## src/rtl/dpmbx_pkg.sv

```systemverilog
// Package: shared constants and the decoded-access record for the
// dual-port mailbox interrupt controller.
// Assumes a 6-bit mailbox-space address and four mailboxes per port; the
// address map below depends on that count.
package dpmbx_pkg;

    localparam int ADDR_W   = 6;
    localparam int N_BOX    = 4;
    localparam int IDX_W    = $clog2(N_BOX);

    // Address map (six bits)
    localparam logic [ADDR_W-1:0] OWN_BASE  = 6'b100000;
    localparam logic [ADDR_W-1:0] PEER_BASE = 6'b100100;
    localparam logic [ADDR_W-1:0] CTL_ADDR  = 6'b101000;

    // One port's access, decoded for one cycle
    typedef struct packed {
        logic             access;
        logic             wr_own_lo;
        logic             wr_own_hi;
        logic             wr_ctl;
        logic             rd_own;
        logic             rd_peer;
        logic             rd_ctl;
        logic             rd_hi;
        logic             rd_lo;
        logic [IDX_W-1:0] idx;
    } mbx_op_t;

endpackage

```

## src/rtl/dpmbx_decode.sv

```systemverilog
// Module: dpmbx_decode
// Turns one port's raw pins into a decoded access record for the current
// cycle. Purely combinational.
// Assumes the select is active low and the chip enable must be inactive
// (high) for mailbox space to be reached.
module dpmbx_decode
    import dpmbx_pkg::*;
(
    input  logic              sel_n,
    input  logic              ce_n,
    input  logic              rd_wn,
    input  logic              hi_en,
    input  logic              lo_en,
    input  logic [ADDR_W-1:0] addr,
    output mbx_op_t           op
);

    logic access;
    logic hit_own;
    logic hit_peer;
    logic hit_ctl;

    // Qualify the cycle and classify the address
    always_comb begin
        access   = !sel_n && ce_n;
        hit_own  = (addr[ADDR_W-1:IDX_W] == OWN_BASE[ADDR_W-1:IDX_W]);
        hit_peer = (addr[ADDR_W-1:IDX_W] == PEER_BASE[ADDR_W-1:IDX_W]);
        hit_ctl  = (addr == CTL_ADDR);
    end

    // Build the decoded record
    always_comb begin
        op.access    = access;
        op.wr_own_lo = access && !rd_wn && hit_own && lo_en;
        op.wr_own_hi = access && !rd_wn && hit_own && hi_en;
        op.wr_ctl    = access && !rd_wn && hit_ctl && lo_en;
        op.rd_own    = access && rd_wn && hit_own;
        op.rd_peer   = access && rd_wn && hit_peer;
        op.rd_ctl    = access && rd_wn && hit_ctl;
        op.rd_hi     = access && rd_wn && hi_en;
        op.rd_lo     = access && rd_wn && lo_en;
        op.idx       = addr[IDX_W-1:0];
    end

endmodule

```

## src/rtl/dpmbx_store.sv

```systemverilog
// Module: dpmbx_store
// Holds one port's mailbox words, written byte by byte by that port only.
// All words are visible at once so both the owner and the peer can read.
// Assumes at most one word is written per cycle, selected by idx.
module dpmbx_store #(
    parameter int N  = 4,
    parameter int DW = 16,
    localparam int IW = $clog2(N),
    localparam int HB = DW / 2
) (
    input  logic                 clk,
    input  logic                 rst_n,
    input  logic                 wr_hi,
    input  logic                 wr_lo,
    input  logic [IW-1:0]        idx,
    input  logic [DW-1:0]        wdata,
    output logic [N-1:0][DW-1:0] words
);

    // Byte-lane writes into the selected word; reset clears all words
    always_ff @(posedge clk) begin
        if (!rst_n) begin
            words <= '0;
        end else begin
            for (int w = 0; w < N; w++) begin
                if (wr_lo && (idx == IW'(w))) words[w][HB-1:0]  <= wdata[HB-1:0];
                if (wr_hi && (idx == IW'(w))) words[w][DW-1:HB] <= wdata[DW-1:HB];
            end
        end
    end

    AST_STORE_HOLD: assert property (@(posedge clk) disable iff (!rst_n)
        !(wr_hi || wr_lo) |=> $stable(words));

endmodule

```

## src/rtl/dpmbx_irq.sv

```systemverilog
// Module: dpmbx_irq
// Interrupt bookkeeping for the receiving side of one port: mask, post-mask
// cause bits and pre-mask status bits (0 means pending), plus the active-low
// interrupt output.
// Assumes set_v comes from the opposite port and clr_v from this port's own
// acknowledging reads. A set beats a clear of the same source.
module dpmbx_irq #(
    parameter int N = 4
) (
    input  logic         clk,
    input  logic         rst_n,
    input  logic [N-1:0] set_v,
    input  logic [N-1:0] clr_v,
    input  logic         mask_wr,
    input  logic [N-1:0] mask_d,
    output logic [N-1:0] mask_q,
    output logic [N-1:0] cause_n,
    output logic [N-1:0] stat_n,
    output logic         irq_n
);

    // Mask register, written as a whole by this port only
    always_ff @(posedge clk) begin
        if (!rst_n) mask_q <= '0;
        else if (mask_wr) mask_q <= mask_d;
    end

    // Pre-mask status: set wins over clear
    always_ff @(posedge clk) begin
        if (!rst_n) begin
            stat_n <= '1;
        end else begin
            for (int k = 0; k < N; k++) begin
                if (set_v[k])      stat_n[k] <= 1'b0;
                else if (clr_v[k]) stat_n[k] <= 1'b1;
            end
        end
    end

    // Post-mask cause: masked sets leave the bit alone, set blocks clear
    always_ff @(posedge clk) begin
        if (!rst_n) begin
            cause_n <= '1;
        end else begin
            for (int k = 0; k < N; k++) begin
                if (set_v[k]) begin
                    if (!mask_q[k]) cause_n[k] <= 1'b0;
                end else if (clr_v[k]) begin
                    cause_n[k] <= 1'b1;
                end
            end
        end
    end

    // Interrupt while any cause bit is pending
    assign irq_n = &cause_n;

    AST_CAUSE_NEEDS_STATUS: assert property (@(posedge clk) disable iff (!rst_n)
        ((~cause_n) & stat_n) == '0);

    AST_MASK_HOLD: assert property (@(posedge clk) disable iff (!rst_n)
        !mask_wr |=> $stable(mask_q));

    for (genvar k = 0; k < N; k++) begin : g_chk
        AST_SET_WINS: assert property (@(posedge clk) disable iff (!rst_n)
            set_v[k] |=> !stat_n[k]);

        AST_ACK_RELEASES: assert property (@(posedge clk) disable iff (!rst_n)
            (clr_v[k] && !set_v[k]) |=> (stat_n[k] && cause_n[k]));

        AST_MASK_BLOCKS: assert property (@(posedge clk) disable iff (!rst_n)
            (set_v[k] && mask_q[k] && cause_n[k]) |=> cause_n[k]);
    end

endmodule

```

## src/rtl/dpmbx_top.sv

```systemverilog
// Module: dpmbx_top
// Two-port mailbox interrupt controller. Each port owns four mailbox words
// and one control word. An upper-byte write signals the peer, and the
// peer's upper-byte read acknowledges the signal.
// Assumes synchronous accesses sampled on the rising edge. Read data is
// registered, and disabled or reserved lanes read as zero.
module dpmbx_top
    import dpmbx_pkg::*;
#(
    parameter int DW = 16,
    parameter int N  = N_BOX,
    localparam int IW = $clog2(N),
    localparam int HB = DW / 2,
    localparam int PAD_W = DW - 3 * N
) (
    input  logic              clk,
    input  logic              rst_n,
    input  logic              a_sel_n,
    input  logic              a_ce_n,
    input  logic              a_rd_wn,
    input  logic              a_hi_en,
    input  logic              a_lo_en,
    input  logic [ADDR_W-1:0] a_addr,
    input  logic [DW-1:0]     a_wdata,
    output logic [DW-1:0]     a_rdata,
    output logic              a_irq_n,
    input  logic              b_sel_n,
    input  logic              b_ce_n,
    input  logic              b_rd_wn,
    input  logic              b_hi_en,
    input  logic              b_lo_en,
    input  logic [ADDR_W-1:0] b_addr,
    input  logic [DW-1:0]     b_wdata,
    output logic [DW-1:0]     b_rdata,
    output logic              b_irq_n
);

    localparam int NP = 2;

    logic                 p_sel_n [NP];
    logic                 p_ce_n  [NP];
    logic                 p_rd_wn [NP];
    logic                 p_hi_en [NP];
    logic                 p_lo_en [NP];
    logic [ADDR_W-1:0]    p_addr  [NP];
    logic [DW-1:0]        p_wdata [NP];
    logic [DW-1:0]        p_rdata [NP];
    logic                 p_irq_n [NP];

    mbx_op_t              op          [NP];
    logic [N-1:0][DW-1:0] words       [NP];
    logic [N-1:0]         set_to_peer [NP];
    logic [N-1:0]         clr_own     [NP];
    logic [N-1:0]         mask_q      [NP];
    logic [N-1:0]         cause_n     [NP];
    logic [N-1:0]         stat_n      [NP];

    // Gather the two pin groups into per-port arrays
    assign p_sel_n[0] = a_sel_n;  assign p_sel_n[1] = b_sel_n;
    assign p_ce_n[0]  = a_ce_n;   assign p_ce_n[1]  = b_ce_n;
    assign p_rd_wn[0] = a_rd_wn;  assign p_rd_wn[1] = b_rd_wn;
    assign p_hi_en[0] = a_hi_en;  assign p_hi_en[1] = b_hi_en;
    assign p_lo_en[0] = a_lo_en;  assign p_lo_en[1] = b_lo_en;
    assign p_addr[0]  = a_addr;   assign p_addr[1]  = b_addr;
    assign p_wdata[0] = a_wdata;  assign p_wdata[1] = b_wdata;
    assign a_rdata    = p_rdata[0];
    assign b_rdata    = p_rdata[1];
    assign a_irq_n    = p_irq_n[0];
    assign b_irq_n    = p_irq_n[1];

    for (genvar p = 0; p < NP; p++) begin : g_port
        localparam int O = NP - 1 - p;

        logic [DW-1:0] rd_word;
        logic [DW-1:0] rd_lanes;
        logic [DW-1:0] rdata_q;

        dpmbx_decode u_dec (
            .sel_n (p_sel_n[p]),
            .ce_n  (p_ce_n[p]),
            .rd_wn (p_rd_wn[p]),
            .hi_en (p_hi_en[p]),
            .lo_en (p_lo_en[p]),
            .addr  (p_addr[p]),
            .op    (op[p])
        );

        dpmbx_store #(.N(N), .DW(DW)) u_store (
            .clk   (clk),
            .rst_n (rst_n),
            .wr_hi (op[p].wr_own_hi),
            .wr_lo (op[p].wr_own_lo),
            .idx   (op[p].idx),
            .wdata (p_wdata[p]),
            .words (words[p])
        );

        // Upper-byte own writes signal the peer; upper-byte peer reads acknowledge
        assign set_to_peer[p] = op[p].wr_own_hi ? (N'(1) << op[p].idx) : '0;
        assign clr_own[p]     = (op[p].rd_peer && op[p].rd_hi) ? (N'(1) << op[p].idx) : '0;

        dpmbx_irq #(.N(N)) u_irq (
            .clk     (clk),
            .rst_n   (rst_n),
            .set_v   (set_to_peer[O]),
            .clr_v   (clr_own[p]),
            .mask_wr (op[p].wr_ctl),
            .mask_d  (p_wdata[p][N-1:0]),
            .mask_q  (mask_q[p]),
            .cause_n (cause_n[p]),
            .stat_n  (stat_n[p]),
            .irq_n   (p_irq_n[p])
        );

        // Select the addressed word for a read
        always_comb begin
            rd_word = '0;
            if (op[p].rd_own)       rd_word = words[p][op[p].idx];
            else if (op[p].rd_peer) rd_word = words[O][op[p].idx];
            else if (op[p].rd_ctl)  rd_word = {{PAD_W{1'b0}}, stat_n[p], cause_n[p], mask_q[p]};
        end

        // Zero the byte lanes that are not enabled
        always_comb begin
            rd_lanes = {op[p].rd_hi ? rd_word[DW-1:HB] : {(DW-HB){1'b0}},
                        op[p].rd_lo ? rd_word[HB-1:0]  : {HB{1'b0}}};
        end

        // Register the read result (pre-update state)
        always_ff @(posedge clk) begin
            if (!rst_n) rdata_q <= '0;
            else        rdata_q <= rd_lanes;
        end

        assign p_rdata[p] = rdata_q;

        AST_IDLE_RDATA: assert property (@(posedge clk) disable iff (!rst_n)
            !op[p].access |=> (rdata_q == '0));

        AST_IRQ_WHEN_PENDING: assert property (@(posedge clk) disable iff (!rst_n)
            !p_irq_n[p] |-> (stat_n[p] != '1));
    end

endmodule

```

## config.mk

```make
export PLATFORM = sky130hd
export DESIGN_NAME = dpmbx_top
export DESIGN_NICKNAME = d
export VERILOG_FILES = /design/src/rtl/dpmbx_pkg.sv /design/src/rtl/dpmbx_decode.sv /design/src/rtl/dpmbx_store.sv /design/src/rtl/dpmbx_irq.sv /design/src/rtl/dpmbx_top.sv
export SDC_FILE = /design/constraint.sdc
export NUM_CORES = 1
export LEC_CHECK = 0
export ABC_AREA = 1
export BUFFER_PORTS_ARGS = -buffer_cell sky130_fd_sc_hd__buf_4
export CORE_AREA = 2 2 187 189
export DETAILED_ROUTE_END_ITERATION = 6
export DIE_AREA = 0 0 189 191
export PLACE_DENSITY = 0.58
export SYNTH_ARGS = -nofsm -noshare
export SYNTH_HDL_FRONTEND = slang
export SYNTH_SLANG_ARGS = --single-unit
```

## constraint.sdc

```tcl
create_clock -name clk -period 1.25 [get_ports clk]
set_clock_uncertainty 0.05 [all_clocks]
set_input_delay 0.125 -clock clk [delete_from_list [all_inputs] [get_ports clk]]
set_output_delay 0.125 -clock clk [all_outputs]
set_load 0.005 [all_outputs]
```

# Word level (Yosys, flattened, before mapping)

Cells that the tools add are included.

Register bits: 184
Input port bits: 56
Output and inout bits: 34
Word-level logic and storage cells: 184

$lt $le $gt $ge: 2
Equality and inequality tests: 20
Shift operators: 2
Multiplexer cells: 50
Reductions and logical operators: 72

Operators with widths:

| cell                                                | number |
|---|---|
| binary-select mux 16 bit (select 2 bit)             | 4 |
| two-way mux 16 bit                                  | 8 |
| logical AND 1 bit                                   | 44 |
| two-way mux 1 bit                                   | 32 |
| two-way mux 12 bit                                  | 2 |
| AND reduction 2 bit                                 | 12 |
| equality test 4 bit, second input constant          | 4 |
| two-way mux 4 bit                                   | 4 |
| != test 2 bit, second input constant                | 8 |
| nonzero test 2 bit                                  | 8 |
| equality test 6 bit, second input constant          | 2 |
| equality test 2 bit, second input constant          | 4 |
| AND reduction 4 bit                                 | 2 |
| << shifter 1 x 2 -> 4 bit, first input constant     | 2 |
| < comparator 2 x 3 -> 1 bit, second input constant  | 2 |
| equality test 2 x 1 -> 1 bit, second input constant | 2 |
| zero test 1 bit                                     | 4 |
| zero test 2 bit                                     | 2 |

# Longest topological paths before layout

Gate-level depths: netlist (run 1).

Word-level depth: 8
Mapped depth: 11
Mapped depth without buffers: 9

# Hierarchy

A second synthesis (run 1) with hierarchy kept.

Cell total of the unflattened synthesis: 1776
Area, all modules: 10183.5 µm²

Modules (own cells, without submodules):

| module       | instances | cells each | area each (µm²) | sequential area each (µm²) |
|---|---|---|---|---|
| dpmbx_store  | 2         | 413        | 2670.1          | 1281.2 |
| dpmbx_top    | 1         | 778        | 3677.3          | 640.6 |
| dpmbx_irq    | 2         | 58         | 444.2           | 240.2 |
| dpmbx_decode | 2         | 28         | 138.9           | 0.0 |

# Worst setup path after synthesis (run 1)

No wires, ideal clock.

Kind: input to register
Start point: input port b_addr[4]
End point: register g_port[0].u_irq.cause_n[0]
Setup time: 115 ps
Data arrival time: 1078 ps
Required time: 1085 ps
Path slack: 8 ps
Stages on the path: 8
Buffers on the path: 2
Path through: inv_1 > nand2_1 > nor2_2 > buf_6 > nand3_4 > buf_6 > a21oi_1 > nand2_1

Word-level cells in the longest chain between the ends: 6
Elaborated cells between the ends (all ways): 8
Those cells by class: eq/ne: 2; mux: 2; reduce/logical: 4

RTL lines:

| element                                                                     | line               | text |
|---|---|---|
| from (decl)                                                                 | dpmbx_top.sv:32    | `input logic [ADDR_W-1:0] b_addr,` |
| equality test 4 bit *                                                       | dpmbx_decode.sv:26 | `hit_own = (addr[ADDR_W-1:IDX_W] == OWN_BASE[ADDR_W-1:IDX_W]);` |
| logical AND 1 bit * (2 in a row)                                            | dpmbx_decode.sv:35 | `op.wr_own_hi = access && !rd_wn && hit_own && hi_en;` |
| two-way mux 4 bit *                                                         | dpmbx_top.sv:99    | `assign set_to_peer[p] = op[p].wr_own_hi ? (N'(1) << op[p].idx) : '0;` |
| != test 2 bit (no source line) / nonzero test 2 bit (equally long branches) | --                 |  |
| AND reduction 2 bit (no source line)                                        | --                 |  |
| to (signal assigned)                                                        | dpmbx_irq.sv:43    | `cause_n <= '1;` |
| to (signal, indexed assignment)                                             | dpmbx_irq.sv:47    | `if (!mask_q[k]) cause_n[k] <= 1'b0;` |
| to (signal, indexed assignment)                                             | dpmbx_irq.sv:49    | `cause_n[k] <= 1'b1;` |
| to (decl)                                                                   | dpmbx_irq.sv:17    | `output logic [N-1:0] cause_n,` |

Every way passes the cells marked *; elsewhere a longest branch is shown, timed or not.
A chain may end at the register's enable or synchronous reset.

# Final worst setup path (run 1)

Start point: register g_port[1].u_irq.cause_n[3]
End point: output port b_irq_n

Word-level cells in the longest chain between the ends: 1

RTL lines:

| element                           | line            | text |
|---|---|---|
| from (decl)                       | dpmbx_irq.sv:17 |  |
| from (signal assigned)            | dpmbx_irq.sv:43 |  |
| from (signal, indexed assignment) | dpmbx_irq.sv:47 |  |
| from (signal, indexed assignment) | dpmbx_irq.sv:49 |  |
| AND reduction 4 bit               | dpmbx_irq.sv:56 | `assign irq_n = &cause_n;` |
| to (decl)                         | dpmbx_top.sv:35 | `output logic b_irq_n` |

No other way between the ends.

==> flow_summary_export.csv, run 1 <==
group,metric,value,unit
power,power_frac_seq,47.1,%
min_path,hold_depth,5,
global_routing,antenna_found_initial,0,
layout,final_common_cell,"nand2_1",
placement,dpl.hpwl,24400,µm
critical_path,cp-start-kind,"flop",
power,p_int,9.12,mW
floorplanning,die_w,189,µm
routing,drt_iter0_drc,579,
power,p_sw,3.34,mW
critical_path,r2r_slack,170,ps
critical_path,reg2reg_depth,6,
cts,clk_pin_slew,80,ps
sta,fin_crit_sh,123,%
logic_synthesis,synth.area.top_cells,"dfxtp_1, nand2_1, nor2_1, inv_1, a21oi_1",
floorplanning,die_h,191,µm
logic_synthesis,synthMuxAreaShare,0,%
logic_synthesis,synth_compound_area_share,7.40,%
run_status,violations,"negative setup slack",
logic_synthesis,ys_types,28,
logic_synthesis,synth_area_leader_cell,"dfxtp_1",
cts,cts_buffers,17,
floorplanning,start_util,29.5,%
power,combPwrFrac,9.3,%
logic_synthesis,yosysSeqAreaShare,36.6,%
critical_path,rr_startpoint,"g_port[1].u_store.words[13]$_SDFFE_PN0P_",
placement,dp_slack,-198,ps
logic_synthesis,syn_avg_cell_area,6.12,µm²
sta,tns,-358,ps
critical_path,critPathKind,"reg -> out",
sta,min_period,1530,ps
sta,worstMarginPinSlew,407,ps
layout,final_core_util,38.0,%
routing,dr.pass1.iters,7,
routing,avgRoutedWirePerCell,14.7,µm
run_status,status,"finished with violations",
logic_synthesis,synthSimpleGateAreaFrac,45.6,%
global_routing,grt_pass1_vias,9987,
logic_synthesis,yosysTopAreaCellShare,36.6,%
cts,cts_tree,"yes",
layout,final_cell_mix,"nand2_1, nor2_1, buf_4",
layout,diodes,0,
logic_synthesis,synth_top_family_by_area,"simple AND/OR/NAND/NOR gates",
sta,rsz0062_at_grt,"yes",
critical_path,worstPathRequired,1080,ps
sta,setup_ws,-284,ps
logic_synthesis,ys_ff_latch,184,
min_path,hp-class,"in -> reg",
power,total_power,12.5,mW
logic_synthesis,yosys_warnings,0,
logic_synthesis,synth_xor_area_share,0,%
cts,cts_root_buf,"clkbuf_16",
cts,clkSinkCount,184,
layout,nets,1874,
sta,setup_viol,2,
routing,antenna_left,0,
floorplanning,num_rows,68,
sta,relSlewSlack,72.9,%
power,cellLeakagePower,6.43,nW
sta,hold_viol_final,0,
layout,instances_no_fill,2286,
min_path,min_to,"b_rdata[7]$_SDFF_PN0_",
routing,drc,0,
sta,slew_viol_final,0,
placement,gp_congestion,0.857,
placement,place_inst,2212,
critical_path,crit_path_end_kind,"primary output",
routing,avgViaCountPerCell,4.66,
floorplanning,coreArea,34100,µm²
cts,cts.path.max_buffers,2,
logic_synthesis,syn-cell-area,10100,µm²
flow_run,max_cap_viol_count,0,
cts,clock_latency,460,ps
power,power_frac_clock,43.6,%
logic_synthesis,syn_nets,1700,
routing,routed-via-count,10600,
routing,drt_wl_total,33500,µm
sta,fmax,0.652,GHz
layout,area_delta_synth_final,28.9,%
global_routing,overflow,0,
critical_path,critPathMaxFanout,2,
global_routing,grt_pass1_wl,53400,µm
floorplanning,io_pins,90,
power,power_density,960,nW/µm²
critical_path,crit_arrival,1360,ps
power,swShare,26.8,%
global_routing,grtUsageTotal,18.9,%
critical_path,r2r_end,"a_rdata[13]$_SDFF_PN0_",
cts,htree_levels,4,
layout,layout-drive-gt1-share,16.3,%
logic_synthesis,synth_fa_ha_area_share,0,%
power,vdd_drop_max,0.000929,V
floorplanning,fp.dieArea,36100,µm²
placement,io_buffers,89,
logic_synthesis,synthCells,1644,
global_routing,grt_max_degree,51,
min_path,min-delay-start,"b_lo_en",
==> how the worst max path moves through the flow <==
| stage | start | end | slack [ps] | cells past startpoint |
|---|---|---|---|---|
| 2_1_floorplan | b_addr[4] | g_port[0].u_irq.cause_n[0]$_SDFFE_PN1P_ | 8 | 8 |
| 3_3_place_gp | b_addr[0] | g_port[0].u_irq.cause_n[3]$_SDFFE_PN1P_ | -220 | 7 |
| 3_5_place_dp | b_addr[0] | g_port[0].u_irq.cause_n[3]$_SDFFE_PN1P_ | -200 | 7 |
| 4_1_cts | g_port[1].u_irq.cause_n[0]$_SDFFE_PN1P_ | b_irq_n | -300 | 4 |
| 5_1_grt | g_port[1].u_irq.cause_n[3]$_SDFFE_PN1P_ | b_irq_n | -330 | 4 |
| 6_report | g_port[1].u_irq.cause_n[3]$_SDFFE_PN1P_ | b_irq_n | -280 | 4 |
==> sequential cells by signal, summed over array words and instances, names as in the netlist <==
| signal | cells |
|---|---|
| g_port.u_store.words | 128 |
| a_rdata | 16 |
| b_rdata | 16 |
| g_port.u_irq.cause_n | 8 |
| g_port.u_irq.mask_q | 8 |
| g_port.u_irq.stat_n | 8 |
==> area by class of cell <==
cell class | count | area, µm²
fill | 3653 | 21100
multi-input combinational | 1226 | 5380
sequential | 184 | 3690
timing repair buffer | 242 | 2220
tap | 455 | 569
inverter | 147 | 556
clock buffer | 18 | 429
clock inverter | 14 | 136
==> cell usage after synthesis (all sizes together) <==
cell type  count
nand2        691
nor2         229
dfxtp        184
inv          145
a21oi        102
nand3         89
nand4         62
buf           60
o21ai         46
clkbuf        27
nor3           6
clkinv         2
nor4           1
==> logic make-up (layout without fill, tap and decap cells) <==
group | Yosys count | after routing
buf+inv | 234 | 421
simple gates | 1078 | 1078
compound gates | 148 | 148
flops | 184 | 184
==> per-stage QoR <==
| step | cell area (µm²) | hold WS, ps |
|---|---|---|
| 2_1_floorplan | 10100 | 210 |
| 3_3_place_gp | 12000 | 338 |
| 3_5_place_dp | 12000 | 346 |
| 4_1_cts | 12900 | 2.65 |
| 5_1_grt | 13000 | 13.6 |
| 6_report | 13000 | 10.6 |
==> power groups by stage <==
stage	sequential, mW	clock, mW	combinational [mW]
floorplan	6.00	0	0.453
detailed placement	6.00	0	1.07
finish	5.86	5.44	1.16
CTS	5.86	5.53	1.16
global route	5.86	5.79	1.23
global placement	6.00	0	1.06
==> critical path: stages, from the launching register on <==
cell,delay [ps]
dfxtp_2,340
inv_2,50
nor4_4,270
buf_4,150
buf_6,80
==> what timing repair did <==
action | 4_1_cts | 5_1_grt
cloned | 0 | 0
endpoints found under the hold margin | 138 | 0
gates resized for setup | 14 | 5
endpoints found under the setup margin | 2 | 2
buffers inserted | 5 | 4
pin swaps | 2 | 4
hold buffers | 33 | 0
==> layer usage <==
metal / up-vias / share of wire [%] / track usage, %
met3: 71 / 4.6 / 3.05
met5: - / 0 / 0
li1: 5462 / - / -
met1: 4821 / 44 / 23.1
met4: 0 / 4.0 / 8.68
met2: 295 / 48 / 32.6
Power figures use the tool's default switching activity.
==> inputs of run 2 (changes only) <==
--- a/config.mk
+++ b/config.mk
@@ -8,7 +8,7 @@
 export ABC_AREA = 1
 export BUFFER_PORTS_ARGS = -buffer_cell sky130_fd_sc_hd__buf_4
-export CORE_AREA = 2 2 187 189
+export CORE_AREA = 2 2 153 230
 export DETAILED_ROUTE_END_ITERATION = 6
-export DIE_AREA = 0 0 189 191
+export DIE_AREA = 0 0 155 232
 export PLACE_DENSITY = 0.58
 export SYNTH_ARGS = -nofsm -noshare
--- a/constraint.sdc
+++ b/constraint.sdc
@@ -3,3 +3,3 @@
 set_input_delay 0.125 -clock clk [delete_from_list [all_inputs] [get_ports clk]]
 set_output_delay 0.125 -clock clk [all_outputs]
-set_load 0.005 [all_outputs]
+set_load 0.1 [all_outputs]
==> run 2 against run 1 <==
Against the previous run: the run still ends with negative setup slack left; design area is 1.6% higher; cell count is 1.4% lower; routed wire length is 0.28% higher; maximum frequency is 7.8% lower; core utilization is 0.80 points higher; critical path depth is 1 lower; sequential power hardly changed; critical path type unchanged; critical endpoint unchanged; highest routed layer unchanged.
==> flow_summary_export.csv, run 2 (synthesized netlist as in run 1, its figures left out) <==
group,metric,value,unit
layout,instances_no_fill,2253,
flow_run,max_cap_viol_count,0,
global_routing,overflow,0,
routing,drc,0,
layout,regMostFlops,"g_port.u_store.words",
floorplanning,coreArea,34000,µm²
global_routing,grt_pass1_vias,10200,
critical_path,worstPathRequired,1080,ps
critical_path,critPathKind,"reg -> out",
global_routing,grtUsageTotal,19.1,%
power,vdd_drop_max,0.000946,V
routing,dr.pass1.iters,5,
placement,place_inst,2185,
sta,worstMarginPinSlew,344,ps
layout,final_cell_mix,"nand2_1, nor2_1, dfxtp_1",
placement,gp_congestion,0.885,
sta,slew_viol_final,0,
routing,routed-via-count,10600,
sta,relSlewSlack,77.0,%
sta,fmax,0.601,GHz
cts,htree_levels,4,
power,power_density,985,nW/µm²
critical_path,critPathMaxFanout,2,
floorplanning,num_rows,83,
min_path,hold_depth,5,
floorplanning,io_pins,90,
sta,fin_crit_sh,133,%
run_status,status,"finished with violations",
floorplanning,die_h,232,µm
floorplanning,fp.dieArea,36000,µm²
min_path,hp-class,"in -> reg",
routing,avgRoutedWirePerCell,14.9,µm
floorplanning,die_w,155,µm
cts,clk_pin_slew,70,ps
global_routing,antenna_found_initial,0,
routing,antenna_left,0,
layout,nFillCells,3554,
layout,nets,1871,
power,total_power,13.0,mW
layout,layout-drive-gt1-share,16.1,%
cts,cts_tree,"yes",
layout,largest_reg_flops,128,
layout,diodes,0,
sta,setup_ws,-413,ps
critical_path,crit_path_end_kind,"primary output",
sta,setup_viol,2,
critical_path,r2r_slack,140,ps
cts,clkSinkCount,184,
layout,seq_area,3700,µm²
placement,dpl.hpwl,25200,µm
layout,area_delta_synth_final,31.1,%
routing,drt_iter0_drc,866,
critical_path,crit_arrival,1490,ps
layout,multiInputGateArea,5380,µm²
run_status,violations,"negative setup slack",
critical_path,reg2reg_depth,8,
layout,final_common_cell,"nand2_1",
cts,clock_latency,450,ps
cts,cts.path.max_buffers,2,
critical_path,cp-start-kind,"flop",
placement,dp_slack,-244,ps
global_routing,grt_max_degree,43,
routing,avgViaCountPerCell,4.71,
cts,cts_buffers,17,
power,cellLeakagePower,6.51,nW
floorplanning,start_util,29.6,%
placement,io_buffers,89,
sta,min_period,1660,ps
sta,tns,-577,ps
routing,drt_wl_total,33600,µm
global_routing,grt_pass1_wl,54000,µm
sta,hold_viol_final,0,
sta,rsz0062_at_grt,"yes",
cts,cts_root_buf,"clkbuf_16",
run 2: cell count changes in the layout (fill, tap and decap cells not counted), moves of 3 or more:
cell and delta:
inv_6 -7, clkbuf_8 +4, buf_4 -36, buf_12 +8
buf_6 +23, clkbuf_1 +3, bufinv_16 +3
run 2: final timing paths:
check                                           start                                       end
max           g_port[1].u_irq.cause_n[0]$_SDFFE_PN1P_                                   b_irq_n
min                                           b_hi_en    g_port[1].u_irq.stat_n[1]$_SDFFE_PN1P_
max reg2reg   g_port[0].u_store.words[5]$_SDFFE_PN0P_                     a_rdata[5]$_SDFF_PN0_
min reg2reg  g_port[1].u_store.words[27]$_SDFFE_PN0P_  g_port[1].u_store.words[27]$_SDFFE_PN0P_
run 2: cell type report:
| class | instances | area share (%) |
|---|---|---|
| multi-input combinational | 1226 | 40.8 |
| timing repair buffer | 239 | 18.2 |
| inverter | 147 | 4.21 |
| clock inverter | 7 | 1.05 |
| clock buffer | 25 | 3.76 |
| tap | 425 | 4.03 |
| sequential | 184 | 28.0 |
run 2: metrics by stage:
step	hold WS, ps	area (µm²)	utilization, %
after floorplan	210	10100	-
after global placement	331	12000	35.4
after detailed placement	339	12000	35.4
after CTS	24.0	13100	38.7
after global routing	68.5	13200	38.8
final	39.5	13200	38.8
run 2: repair_timing:
action                                 CTS  global route
hold buffers                            33             0
endpoints found under the hold margin  139             0
setup endpoints to repair               20            18
resized for setup                       39            17
buffers inserted                         2             1
pin swaps                                2             2
run 2: where the power goes:
group,internal (mW),switching [mW]
combinational,0.478,0.715
clock,3.56,2.36
sequential,5.86,0.00356
total,9.91,3.08
run 2: per-layer routing:
metal	part of all wire, %	up-vias	track usage [%]
li1	-	5455	-
met1	43	4828	22.6
met2	51	258	34.0
met3	3.4	69	3.12
met4	3.1	0	7.73
met5	0	-	0
run 2: worst max-delay path: stages (launching register included):
cell,delay [ps]
dfxtp_2,340
inv_2,50
nor4_4,370
buf_6,280
==> inputs of run 3 (changes only) <==
- PLACE_DENSITY: 0.58 -> 0.55
==> run 3 against run 2 <==
Against the previous run: the run still ends with negative setup slack left; sequential share of layout area fell by 0.21 points; first-iteration DRC count down 7.0%; count of clock-buffer cells in the layout shrank 6; worst setup slack improved by 25 ps; design area is 0.74% higher; sequential power about the same; total power fell by 1.3%; global-route usage grew 0.37 points; critical path depth did not move; die area unchanged; critical endpoint unchanged; highest routed layer unchanged.
==> flow_summary_export.csv, run 3 (synthesized netlist as in run 1, its figures left out) <==
group,metric,value,unit
run_status,status,"finished with violations",
run_status,violations,"negative setup slack",
placement,dp_slack,-195,ps
layout,nets,1883,
routing,drc,0,
floorplanning,die_w,155,µm
critical_path,critPathMaxFanout,2,
floorplanning,die_h,232,µm
sta,rsz0062_at_grt,"yes",
critical_path,worstPathRequired,1080,ps
cts,cts_root_buf,"clkbuf_16",
global_routing,antenna_found_initial,0,
power,vdd_drop_max,0.000684,V
placement,io_buffers,89,
critical_path,worstPathCellList,"inv_2 -> nor4_4 -> buf_6",
cts,clk_pin_slew,70,ps
layout,final_common_cell,"nand2_1",
power,power_density,965,nW/µm²
global_routing,overflow,0,
placement,gp_congestion,0.872,
layout,layout-drive-gt1-share,16.8,%
layout,regMostFlops,"g_port.u_store.words",
sta,worstMarginPinSlew,309,ps
routing,dr.pass1.iters,7,
flow_run,max_cap_viol_count,0,
floorplanning,coreArea,34000,µm²
routing,drt_iter0_drc,805,
sta,hold_viol_final,0,
global_routing,grt_max_degree,43,
min_path,hp-class,"in -> reg",
sta,relSlewSlack,79.2,%
layout,largest_reg_flops,128,
critical_path,critPathKind,"reg -> out",
floorplanning,num_rows,83,
cts,clkSinkCount,184,
critical_path,crit_arrival,1460,ps
routing,avgViaCountPerCell,4.70,
critical_path,cp-start-kind,"flop",
sta,tns,-567,ps
global_routing,grtUsageTotal,19.4,%
cts,htree_levels,4,
critical_path,cp_top_family,"simple AND/OR/NAND/NOR gates",
cts,cts_buffers,17,
floorplanning,fp.dieArea,36000,µm²
sta,setup_ws,-387,ps
layout,area_delta_synth_final,32.0,%
layout,final_core_util,39.1,%
critical_path,slowest_delay,350,ps
sta,setup_viol,2,
power,cellLeakagePower,6.56,nW
critical_path,crit_path_end_kind,"primary output",
sta,slew_viol_final,0,
cts,clock_latency,460,ps
routing,drt_wl_total,34100,µm
global_routing,grt_pass1_wl,54600,µm
routing,antenna_left,0,
sta,fmax,0.611,GHz
global_routing,grt_pass1_vias,10200,
critical_path,worst_path_max_delay_cell,"nor4_4",
layout,final_cell_mix,"nand2_1, nor2_1, dfxtp_1",
placement,dpl_cell_area,12100,µm²
critical_path,path_buf_inv,2,
sta,min_period,1640,ps
routing,avgRoutedWirePerCell,15.1,µm
floorplanning,start_util,29.6,%
placement,dpl.hpwl,25600,µm
routing,routed-via-count,10600,
floorplanning,io_pins,90,
cts,cts_tree,"yes",
sta,fin_crit_sh,131,%
cts,cts.path.max_buffers,2,
power,total_power,12.8,mW
layout,diodes,0,
layout,design_area,13300,µm²
==> run 3: path summary, 6_finish.rpt <==
kind | startpoint | endpoint | slack, ps | depth (start not counted)
setup / recovery | g_port[1].u_irq.cause_n[0]$_SDFFE_PN1P_ | b_irq_n | -390 | 3
hold / removal | a_lo_en | a_rdata[7]$_SDFF_PN0_ | 40 | 5
hold reg to reg | g_port[1].u_store.words[57]$_SDFFE_PN0P_ | g_port[1].u_store.words[57]$_SDFFE_PN0P_ | 430 | 2
setup reg to reg | g_port[1].u_store.words[11]$_SDFFE_PN0P_ | a_rdata[11]$_SDFF_PN0_ | 140 | 8
==> run 3: report_power, final <==
group	total (mW)	switching [mW]	leakage (nW)	internal, mW
sequential	5.86	0.00361	1.48	5.86
clock	5.75	2.64	0.293	3.12
combinational	1.21	0.721	4.79	0.488
total	12.8	3.36	6.56	9.46
==> run 3: timing repair <==
item                                    in CTS  in global routing
setup buffers                                3                  0
resized for setup                           47                  9
hold buffers                                33                  0
pin swaps                                    2                  2
endpoints found under the setup margin      26                 11
endpoints found under the hold margin      140                  0
==> run 3: worst reg2reg max path: stages, from the launching register on <==
cell and delay [ps]:
dfxtp_1 330, inv_1 50, o21ai_0 270, nand2_1 90, nand2_1 70, nand2_1 50
nand3_1 60, nand2_1 50, inv_1 40
==> run 3: through the flow <==
stage	hold slack, ps	instances
final	37.1	2265
after detailed placement	335	2197
after global placement	329	2197
after CTS	13.9	2265
after floorplan	210	1644
after global routing	33.3	2265
==> run 3: cell type report <==
| cell class | instances | area [µm²] |
|---|---|---|
| clock buffers | 19 | 453 |
| clock inverters | 13 | 156 |
| fillers | 3581 | 20700 |
| inverters | 147 | 556 |
| multi-input cells | 1226 | 5380 |
| flip-flops and latches | 184 | 3700 |
| well taps | 425 | 532 |
| repair buffers | 251 | 2520 |
==> run 3: routing by layer <==
metal	vias up	global-route usage (%)	share of wire (%)
li1	5471	-	-
met1	4860	23.0	42
met2	265	34.7	51
met3	53	2.78	4.0
met4	0	8.65	3.1
met5	-	0	0
